--- src/rtl/ext_irq_pkg.sv ---
package ext_irq_pkg;

  typedef enum logic [2:0] {
    REG_EDGE_A = 3'd0,   // bit0 nmi polarity, bits N_IRQ:1 irq polarity
    REG_EDGE_B = 3'd1,   // wake polarity
    REG_FUNC_A = 3'd2,   // irq function select
    REG_FUNC_B = 3'd3,   // wake function select
    REG_ENABLE = 3'd4,   // irq enables, then wake group enable
    REG_FLAG_A = 3'd5,   // bit0 nmi flag, bits N_IRQ:1 irq flags
    REG_FLAG_B = 3'd6    // wake flags
  } eic_reg_e;

  // polarity 1 = rising, 0 = falling; uses only sampled history
  function automatic logic edge_hit(input logic cur, input logic prev, input logic pol);
    return pol ? (cur & ~prev) : (~cur & prev);
  endfunction

  // pending flag next state: a new set beats a clear
  function automatic logic flag_next(input logic flag, input logic set, input logic clr);
    return set | (flag & ~clr);
  endfunction

endpackage

--- src/rtl/eic_edge.sv ---
module eic_edge
  import ext_irq_pkg::*;
#(
  parameter int W = 4
) (
  input  logic         clk,
  input  logic         rst_n,
  input  logic [W-1:0] pin,
  input  logic [W-1:0] pol,
  output logic [W-1:0] cur,
  output logic [W-1:0] prev,
  output logic [W-1:0] hit
);
  logic [W-1:0] meta;

  always_ff @(posedge clk or negedge rst_n) begin
    if (!rst_n) begin
      meta <= '0;
      cur  <= '0;
      prev <= '0;
    end else begin
      meta <= pin;
      cur  <= meta;
      prev <= cur;
    end
  end

  for (genvar i = 0; i < W; i++) begin : g_line
    assign hit[i] = edge_hit(cur[i], prev[i], pol[i]);
  end
endmodule

--- src/rtl/eic_flags.sv ---
module eic_flags
  import ext_irq_pkg::*;
#(
  parameter int W = 4
) (
  input  logic         clk,
  input  logic         rst_n,
  input  logic [W-1:0] set,
  input  logic [W-1:0] clr,
  output logic [W-1:0] flag
);
  logic [W-1:0] flag_d;

  for (genvar i = 0; i < W; i++) begin : g_bit
    assign flag_d[i] = flag_next(flag[i], set[i], clr[i]);
  end

  always_ff @(posedge clk or negedge rst_n) begin
    if (!rst_n) flag <= '0;
    else        flag <= flag_d;
  end
endmodule

--- src/rtl/eic_prio.sv ---
module eic_prio #(
  parameter int N_IRQ = 4,
  parameter int VW    = 3
) (
  input  logic             nmi,
  input  logic [N_IRQ-1:0] irq,
  input  logic             wkp,
  output logic             valid,
  output logic [VW-1:0]    idx
);
  // lowest priority first, each stronger source overwrites
  always_comb begin
    idx   = '0;
    valid = nmi | (|irq) | wkp;
    if (wkp) idx = VW'(N_IRQ + 1);
    for (int i = N_IRQ - 1; i >= 0; i--) begin
      if (irq[i]) idx = VW'(i + 1);
    end
    if (nmi) idx = '0;
  end
endmodule

--- src/rtl/ext_irq_ctrl.sv ---
module ext_irq_ctrl
  import ext_irq_pkg::*;
#(
  parameter int N_IRQ = 4,
  parameter int N_WKP = 6,
  parameter int DW    = 8
) (
  input  logic             clk,
  input  logic             rst_n,
  input  logic             nmi_pin,
  input  logic [N_IRQ-1:0] irq_pin,
  input  logic [N_WKP-1:0] wkp_pin,
  input  logic             reg_we,
  input  logic [2:0]       reg_addr,
  input  logic [DW-1:0]    reg_wdata,
  output logic [DW-1:0]    reg_rdata,
  output logic             nmi_req,
  output logic [N_IRQ-1:0] irq_req,
  output logic             wkp_req,
  output logic             vec_valid,
  output logic [$clog2(N_IRQ+2)-1:0] vec_idx
);
  localparam int VW    = $clog2(N_IRQ + 2);
  localparam int PAD_A = DW - N_IRQ - 1;
  localparam int PAD_B = DW - N_WKP;

  // configuration state
  logic             nmi_pol;
  logic [N_IRQ-1:0] irq_pol, irq_func, irq_en;
  logic [N_WKP-1:0] wkp_pol, wkp_func;
  logic             wkp_en;

  // named internal events
  logic             nmi_cur, nmi_prev, nmi_hit, nmi_clr, nmi_flag;
  logic [N_IRQ-1:0] irq_cur, irq_prev, irq_hit, irq_set, irq_clr, irq_flag;
  logic [N_WKP-1:0] wkp_cur, wkp_prev, wkp_hit, wkp_set, wkp_clr, wkp_flag;
  logic             wr_flag_a, wr_flag_b;
  logic             unused_wd;

  assign unused_wd = ^reg_wdata;

  // ---------------- register writes ----------------
  always_ff @(posedge clk or negedge rst_n) begin
    if (!rst_n) begin
      nmi_pol  <= 1'b0;
      irq_pol  <= '0;
      irq_func <= '0;
      irq_en   <= '0;
      wkp_pol  <= '0;
      wkp_func <= '0;
      wkp_en   <= 1'b0;
    end else if (reg_we) begin
      case (reg_addr)
        REG_EDGE_A: begin
          nmi_pol <= reg_wdata[0];
          irq_pol <= reg_wdata[N_IRQ:1];
        end
        REG_EDGE_B: wkp_pol  <= reg_wdata[N_WKP-1:0];
        REG_FUNC_A: irq_func <= reg_wdata[N_IRQ-1:0];
        REG_FUNC_B: wkp_func <= reg_wdata[N_WKP-1:0];
        REG_ENABLE: begin
          irq_en <= reg_wdata[N_IRQ-1:0];
          wkp_en <= reg_wdata[N_IRQ];
        end
        default: ;
      endcase
    end
  end

  // ---------------- edge detection ----------------
  eic_edge #(.W(1)) u_nmi_edge (
    .clk(clk), .rst_n(rst_n), .pin(nmi_pin), .pol(nmi_pol),
    .cur(nmi_cur), .prev(nmi_prev), .hit(nmi_hit)
  );

  eic_edge #(.W(N_IRQ)) u_irq_edge (
    .clk(clk), .rst_n(rst_n), .pin(irq_pin), .pol(irq_pol),
    .cur(irq_cur), .prev(irq_prev), .hit(irq_hit)
  );

  eic_edge #(.W(N_WKP)) u_wkp_edge (
    .clk(clk), .rst_n(rst_n), .pin(wkp_pin), .pol(wkp_pol),
    .cur(wkp_cur), .prev(wkp_prev), .hit(wkp_hit)
  );

  // ---------------- pending flags ----------------
  assign wr_flag_a = reg_we && (reg_addr == REG_FLAG_A);
  assign wr_flag_b = reg_we && (reg_addr == REG_FLAG_B);

  assign nmi_clr = wr_flag_a & ~reg_wdata[0];
  assign irq_clr = {N_IRQ{wr_flag_a}} & ~reg_wdata[N_IRQ:1];
  assign wkp_clr = {N_WKP{wr_flag_b}} & ~reg_wdata[N_WKP-1:0];

  assign irq_set = irq_hit & irq_func;
  assign wkp_set = wkp_hit & wkp_func;

  eic_flags #(.W(1)) u_nmi_flag (
    .clk(clk), .rst_n(rst_n), .set(nmi_hit), .clr(nmi_clr), .flag(nmi_flag)
  );

  eic_flags #(.W(N_IRQ)) u_irq_flag (
    .clk(clk), .rst_n(rst_n), .set(irq_set), .clr(irq_clr), .flag(irq_flag)
  );

  eic_flags #(.W(N_WKP)) u_wkp_flag (
    .clk(clk), .rst_n(rst_n), .set(wkp_set), .clr(wkp_clr), .flag(wkp_flag)
  );

  // ---------------- requests ----------------
  assign nmi_req = nmi_flag;
  assign irq_req = irq_flag & irq_en;
  assign wkp_req = (|wkp_flag) & wkp_en;

  eic_prio #(.N_IRQ(N_IRQ), .VW(VW)) u_prio (
    .nmi(nmi_req), .irq(irq_req), .wkp(wkp_req),
    .valid(vec_valid), .idx(vec_idx)
  );

  // ---------------- read mux ----------------
  always_comb begin
    case (reg_addr)
      REG_EDGE_A: reg_rdata = {{PAD_A{1'b0}}, irq_pol, nmi_pol};
      REG_EDGE_B: reg_rdata = {{PAD_B{1'b0}}, wkp_pol};
      REG_FUNC_A: reg_rdata = {{PAD_A{1'b0}}, 1'b0, irq_func};
      REG_FUNC_B: reg_rdata = {{PAD_B{1'b0}}, wkp_func};
      REG_ENABLE: reg_rdata = {{PAD_A{1'b0}}, wkp_en, irq_en};
      REG_FLAG_A: reg_rdata = {{PAD_A{1'b0}}, irq_flag, nmi_flag};
      REG_FLAG_B: reg_rdata = {{PAD_B{1'b0}}, wkp_flag};
      default:    reg_rdata = '0;
    endcase
  end
endmodule

--- config.mk ---
export PLATFORM = sky130hd
export DESIGN_NAME = ext_irq_ctrl
export DESIGN_NICKNAME = d
export VERILOG_FILES = /design/src/rtl/ext_irq_pkg.sv /design/src/rtl/eic_edge.sv /design/src/rtl/eic_flags.sv /design/src/rtl/eic_prio.sv /design/src/rtl/ext_irq_ctrl.sv
export SDC_FILE = /design/constraint.sdc
export NUM_CORES = 1
export LEC_CHECK = 0
export BUFFER_PORTS_ARGS = -buffer_cell sky130_fd_sc_hd__buf_2
export CAP_MARGIN = 20
export CORE_MARGIN = 3
export CORE_UTILIZATION = 55
export DETAILED_ROUTE_END_ITERATION = 8
export HOLD_SLACK_MARGIN = 0.12
export PLACE_DENSITY = 0.83
export SYNTH_ARGS = -nofsm -noshare
export SYNTH_HDL_FRONTEND = slang
export SYNTH_HIERARCHICAL = 1
export SYNTH_SLANG_ARGS = --single-unit
export TNS_END_PERCENT = 50
--- constraint.sdc ---
create_clock -name clk -period 1.8 [get_ports clk]
set_input_delay 0.18 -clock clk [delete_from_list [all_inputs] [get_ports clk]]
set_output_delay 0.18 -clock clk [all_outputs]
set_load 0.01 [all_outputs]
Word level (Yosys, flattened, before mapping)
Index checks and enable logic that the tools add are counted.
W data, S select, Z words.
- register bits: 70
- latch bits: 0
- RAM bits: 0
- memory bits (read-only): 0
- input port bits: 25
- output and inout bits: 18
- word-level logic and storage cells: 142
- memories kept: 0
- add/sub/neg operators: 0
- multiply operators: 0
- divide/modulo/power cells: 0
- magnitude comparators: 0
- equal/unequal tests: 6
- shift-type cells: 0
- multiplexer cells: 18
- bitwise gates (word level): 89
- reductions and logical operators: 10
- operator list (operator ; count):
    $pmux W6 S7 ; 1
    $and A1 B1 Y1 ; 35
    $not A1 Y1 ; 34
    $mux W3 ; 6
    $or A1 B1 Y1 ; 13
    $and A4 B4 Y4 ; 3
    $and A6 B6 Y6 ; 2
    $mux W1 ; 11
    $reduce_and A2 Y1 ; 5
    $eq A3 B3 Y1 const B ; 3
    $eq A3 B2 Y1 const B ; 2
    $not A6 Y6 ; 1
    $reduce_or A6 Y1 ; 1
    $not A4 Y4 ; 1
    $reduce_or A4 Y1 ; 1
    $eq A3 B1 Y1 const B ; 1
    $logic_not A3 Y1 ; 1
    $logic_and A1 B1 Y1 ; 2

Depth between registers and ports, before layout
- depth in word-level cells: 8
- depth in mapped cells: 6
- gate-level depth less buffers: 5

Hierarchy
Netlist, hierarchy kept.
- modules (own cells, without submodules) (module ; times used ; cells each ; area each (um2) ; seq. area each (um2)):
    ext_irq_ctrl ; 1 ; 138 ; 1532.7 ; 650.6
    eic_edge at u_wkp_edge ; 1 ; 36 ; 581.8 ; 450.4
    eic_edge at u_irq_edge ; 1 ; 24 ; 386.6 ; 300.3
    eic_flags at u_wkp_flag ; 1 ; 18 ; 217.7 ; 150.1
    eic_flags at u_irq_flag ; 1 ; 12 ; 145.1 ; 100.1
    eic_edge at u_nmi_edge ; 1 ; 6 ; 97.6 ; 75.1
    eic_prio ; 1 ; 10 ; 57.6 ; 0.0
    eic_flags at u_nmi_flag ; 1 ; 3 ; 36.3 ; 25.0

Least setup slack after synthesis
Ideal clock, no wire load.
- kind: register to output
- from: reg u_wkp_flag.flag[4]
- to: out vec_valid
- data arrival time: 1.397 ns
- required time: 1.620 ns
- slack: 0.223 ns
- cell stages (with the launch flop): 5
- buffers on the path: 0
- path through: dfrtp_1 > or4_1 > o31a_1 > nor2_1 > nand2_1
- cells in the longest elaborated chain, start to end: 3
- RTL lines (element ; RTL line ; RTL):
    from (decl) ; eic_flags.sv:10 ; output logic [W-1:0] flag
    from (signal assigned) ; eic_flags.sv:20 ; else flag <= flag_d;
    $reduce_or A6 Y1 ; ext_irq_ctrl.sv:112 ; assign wkp_req = (|wkp_flag) & wkp_en;
    $and A1 B1 Y1 ; ext_irq_ctrl.sv:112 ;
    net wkp_req ; ext_irq_ctrl.sv:19 ; output logic wkp_req,
    $or A1 B1 Y1 ; eic_prio.sv:14 ; valid = nmi | (|irq) | wkp;
    to (decl) ; ext_irq_ctrl.sv:20 ; output logic vec_valid,
The timed path passes the listed nets, and every way through them passes these cells.

Worst setup path after layout
- from: reg u_wkp_flag.flag[4]
- to: out vec_valid
- cells in the longest elaborated chain, start to end: 3
- RTL lines (element ; RTL line):
    $reduce_or A6 Y1 ; ext_irq_ctrl.sv:112
    $and A1 B1 Y1 ; ext_irq_ctrl.sv:112
    $or A1 B1 Y1 ; eic_prio.sv:14
Every way passes these cells.

==> impl_metrics.json <==
{
  "status": "finished, violations left",
  "violations": "setup timing",
  "cts_root_buffer": "clkbuf_8",
  "r2r-start": "wkp_pol[5]",
  "finalCritPeriodShare_pct": 117,
  "design.core.area_um2": 5240,
  "finalNonFillerCells": 386,
  "r2r_setup_slack_ns": 0.76,
  "die_w_um": 80.5,
  "cts-buffers-inserted": 9,
  "netlist_area_um2": 3060,
  "dr.first_iter.drc_count": 143,
  "final_critical_path_setup_slack_ns": -0.298,
  "final_period_minus_worst_setup_slack_ns": 2.10,
  "fin_nets": 336,
  "power.ir.vdd_worst_mv": 0.545,
  "power_per_cell_area_nw_per_um2": 1090,
  "setup.worst_path.start": "u_wkp_flag/flag[4]",
  "fillerInstances": 383,
  "worstPathCellList": "or4_1 -> o31a_1 -> nor2_2 -> nand2_1 -> buf_2",
  "hold_viol_final": 0,
  "reg2reg_depth": 4,
  "slew_violations": 0,
  "fin_util_pct": 71.0,
  "place.detailed.hpwl_um": 4350,
  "dp_cells": 356,
  "finalWirelength_um": 6270,
  "syn_area_per_cell_um2": 12.4,
  "clockBufferDepth": 2,
  "whs_ns": 0.157,
  "timing.slew.headroom_pct": 63.9,
  "vias": 2108,
  "fraction_of_final_layout_cells_sized_beyond_drive_strength_1_pct": 30.7,
  "routabilityCongestion": 0.878,
  "hp-start": "reg_wdata[4]",
  "yosys.cell_types.count": 44,
  "synth_seq_area_share_pct": 57.3,
  "synthToLayoutAreaGrowth_pct": 21.7,
  "end_kind": "primary output",
  "ys_ff_latch": 70,
  "worst-endpoint-arrival_ns": 1.92,
  "hp-class": "input port to flip-flop",
  "cell_with_the_largest_stage_delay_on_the_worst_path": "or4_1",
  "layout.cells.most_common": "dfrtp_1",
  "clock_slew_seen_by_the_registers_of_the_worst_setup_and_hold_paths_ns": 0.07,
  "crit_type": "flip-flop to primary output",
  "height_of_the_die_um": 80.5,
  "globalRouteTotalUtil_pct": 21.1,
  "design.portCount": 43,
  "tightest_slew_ns": 0.540,
  "setup_viol": 5,
  "yosysWarningCount": 6,
  "synth-async-reset-ratio_pct": 100,
  "placement_rows": 26,
  "via_per_inst": 5.46,
  "total_non_filler_cell_area_in_the_finished_layout_um2": 3720,
  "critPathMaxFanout": 3,
  "cts_tree": "built",
  "placement.io_buffers": 38,
  "startpoint_type": "flip-flop",
  "synthCells": 247,
  "clkLatencyLatePin_ns": 0.34,
  "fin_total_pwr_mw": 4.07,
  "hold-path-endpoint": "wkp_func[4]",
  "number_of_global_route_vias_before_repair": 2064,
  "numClockSinks": 70,
  "max_freq_mhz": 477,
  "wire_per_inst_um": 16.2,
  "grt_setup_unrepaired": "true",
  "placedInstanceArea_um2": 3370,
  "required_ns": 1.62,
  "crit-reg2reg-capture": "u_wkp_flag/flag[5]",
  "drt-pass1-iter-count": 4,
  "drcViolationCount": 0,
  "skew_ns": 0.00328,
  "global_route_wire_length_before_repair_um": 10000,
  "grt.overflow.total": 0,
  "total_leakage_power_nw": 1.66,
  "cpPeakStageDelay_ns": 0.55,
  "count_of_antenna_violating_nets_left_after_detailed_routing": 0,
  "design.die.area_um2": 6490,
  "mostFrequentLayoutCells": "dfrtp_1, buf_2, mux2_2",
  "ys.flop_type": "dfrtp_1",
  "grt_antenna_before_repair": 0,
  "floorplan.initialDensity_pct": 58.3,
  "cts_htree_levels": 3,
  "cap_viol_max_count": 0,
  "worstHoldPathCells": 2,
  "grt_max_degree": 38,
  "antenna_cells": 0,
  "synth_enable_flop_cells": 0
}
[cell usage after synthesis (2+ instances only)]
master    number  area (um^2)
a21o_1        11         82.6
a22o_1         2         17.5
a31oi_1        3         18.8
and2_1        14         87.6
buf_2          5         25.0
buf_4          2         15.0
dfrtp_1       70         1750
inv_1         13         48.8
mux2_1        12          135
mux2_2        18          203
mux2i_1        8         80.1
nand2_1       13         48.8
nand2b_1      14         87.6
nand3_1        3         15.0
nand3b_1       3         22.5
nor2_1        15         56.3
nor2b_1        4         25.0
nor3b_2        2         25.0
o21ai_1        2         10.0
o22ai_2        8          100
or2_1          2         12.5
[worst max-delay path, delay by kind of cell, from the launching register on]
kind | cells | cell delay [ns]
simple gates | 3 | 0.74
buf+inv | 1 | 0.14
flops | 1 | 0.39
compound gates | 1 | 0.32
[kinds of logic (layout without fill, tap and decap cells)]
logic type | count (synthesis) | in the layout | synth area share [%]
mux | 39 | 39 | 14.4
other cells | 1 | 2 | 0.123
flops | 70 | 70 | 57.3
buf+inv | 21 | 89 | 3.03
compound gates | 37 | 37 | 10.2
simple gates | 79 | 79 | 14.9
[flip-flops by register name (all words and copies together), names as in the netlist]
| signal | cells |
|---|---|
| u_irq_flag/flag | 4 |
| u_nmi_edge/cur | 1 |
| irq_en | 4 |
| wkp_en | 1 |
| u_irq_edge/prev | 4 |
| u_wkp_flag/flag | 6 |
| nmi_pol | 1 |
| irq_pol | 4 |
| u_irq_edge/cur | 4 |
| wkp_pol | 6 |
| u_wkp_edge/meta | 6 |
| u_nmi_edge/meta | 1 |
| u_wkp_edge/cur | 6 |
| u_nmi_edge/prev | 1 |
| u_nmi_flag/flag | 1 |
| u_irq_edge/meta | 4 |
| wkp_func | 6 |
| u_wkp_edge/prev | 6 |
| irq_func | 4 |
[per-layer routing]
layer / vias up / track usage [%] / part of all wire (%)
li1: 979 / - / -
met1: 1060 / 26.7 / 44
met2: 50 / 34.1 / 50
met3: 19 / 4.37 / 3.6
met4: 0 / 10.6 / 3.1
met5: - / 0 / 0
[worst max-delay path by stage]
stage	endpoint	slack [ns]
finish	vec_valid	-0.30
global route	vec_valid	-0.35
CTS	vec_valid	-0.29
detailed placement	vec_valid	0.07
global placement	vec_valid	0.10
floorplan	vec_valid	0.22
[repair_timing]
action,in CTS,in global routing
hold endpoints to repair,29,0
resized for setup,1,2
hold buffers,13,0
endpoints found under the setup margin,5,5
setup buffers,1,0
[report_power, final]
| group | internal, mW | switching [mW] | total, mW |
|---|---|---|---|
| Clock | 0.709 | 0.548 | 1.26 |
| Sequential | 1.82 | 0.214 | 2.03 |
| Combinational | 0.417 | 0.365 | 0.782 |
| Total | 2.94 | 1.13 | 4.07 |
[area by class of cell]
| type | count | area [um^2] | area share (%) |
|---|---|---|---|
| Sequential cell | 70 | 1750 | 47.1 |
| Multi-Input combinational cell | 157 | 1220 | 32.9 |
| Timing Repair Buffer | 60 | 407 | 10.9 |
| Clock buffer | 12 | 155 | 4.17 |
| Tap cell | 70 | 87.6 | 2.36 |
| Inverter | 13 | 48.8 | 1.31 |
| Clock inverter | 4 | 45.0 | 1.21 |
[metrics by stage]
stage	worst slack, ns	setup TNS [ns]
finish	-0.298	-1.00
global route	-0.351	-1.23
CTS	-0.290	-0.937
detailed placement	0.0669	0
global placement	0.101	0
floorplan	0.223	0
Note: power is estimated with default switching activity, not from simulation.
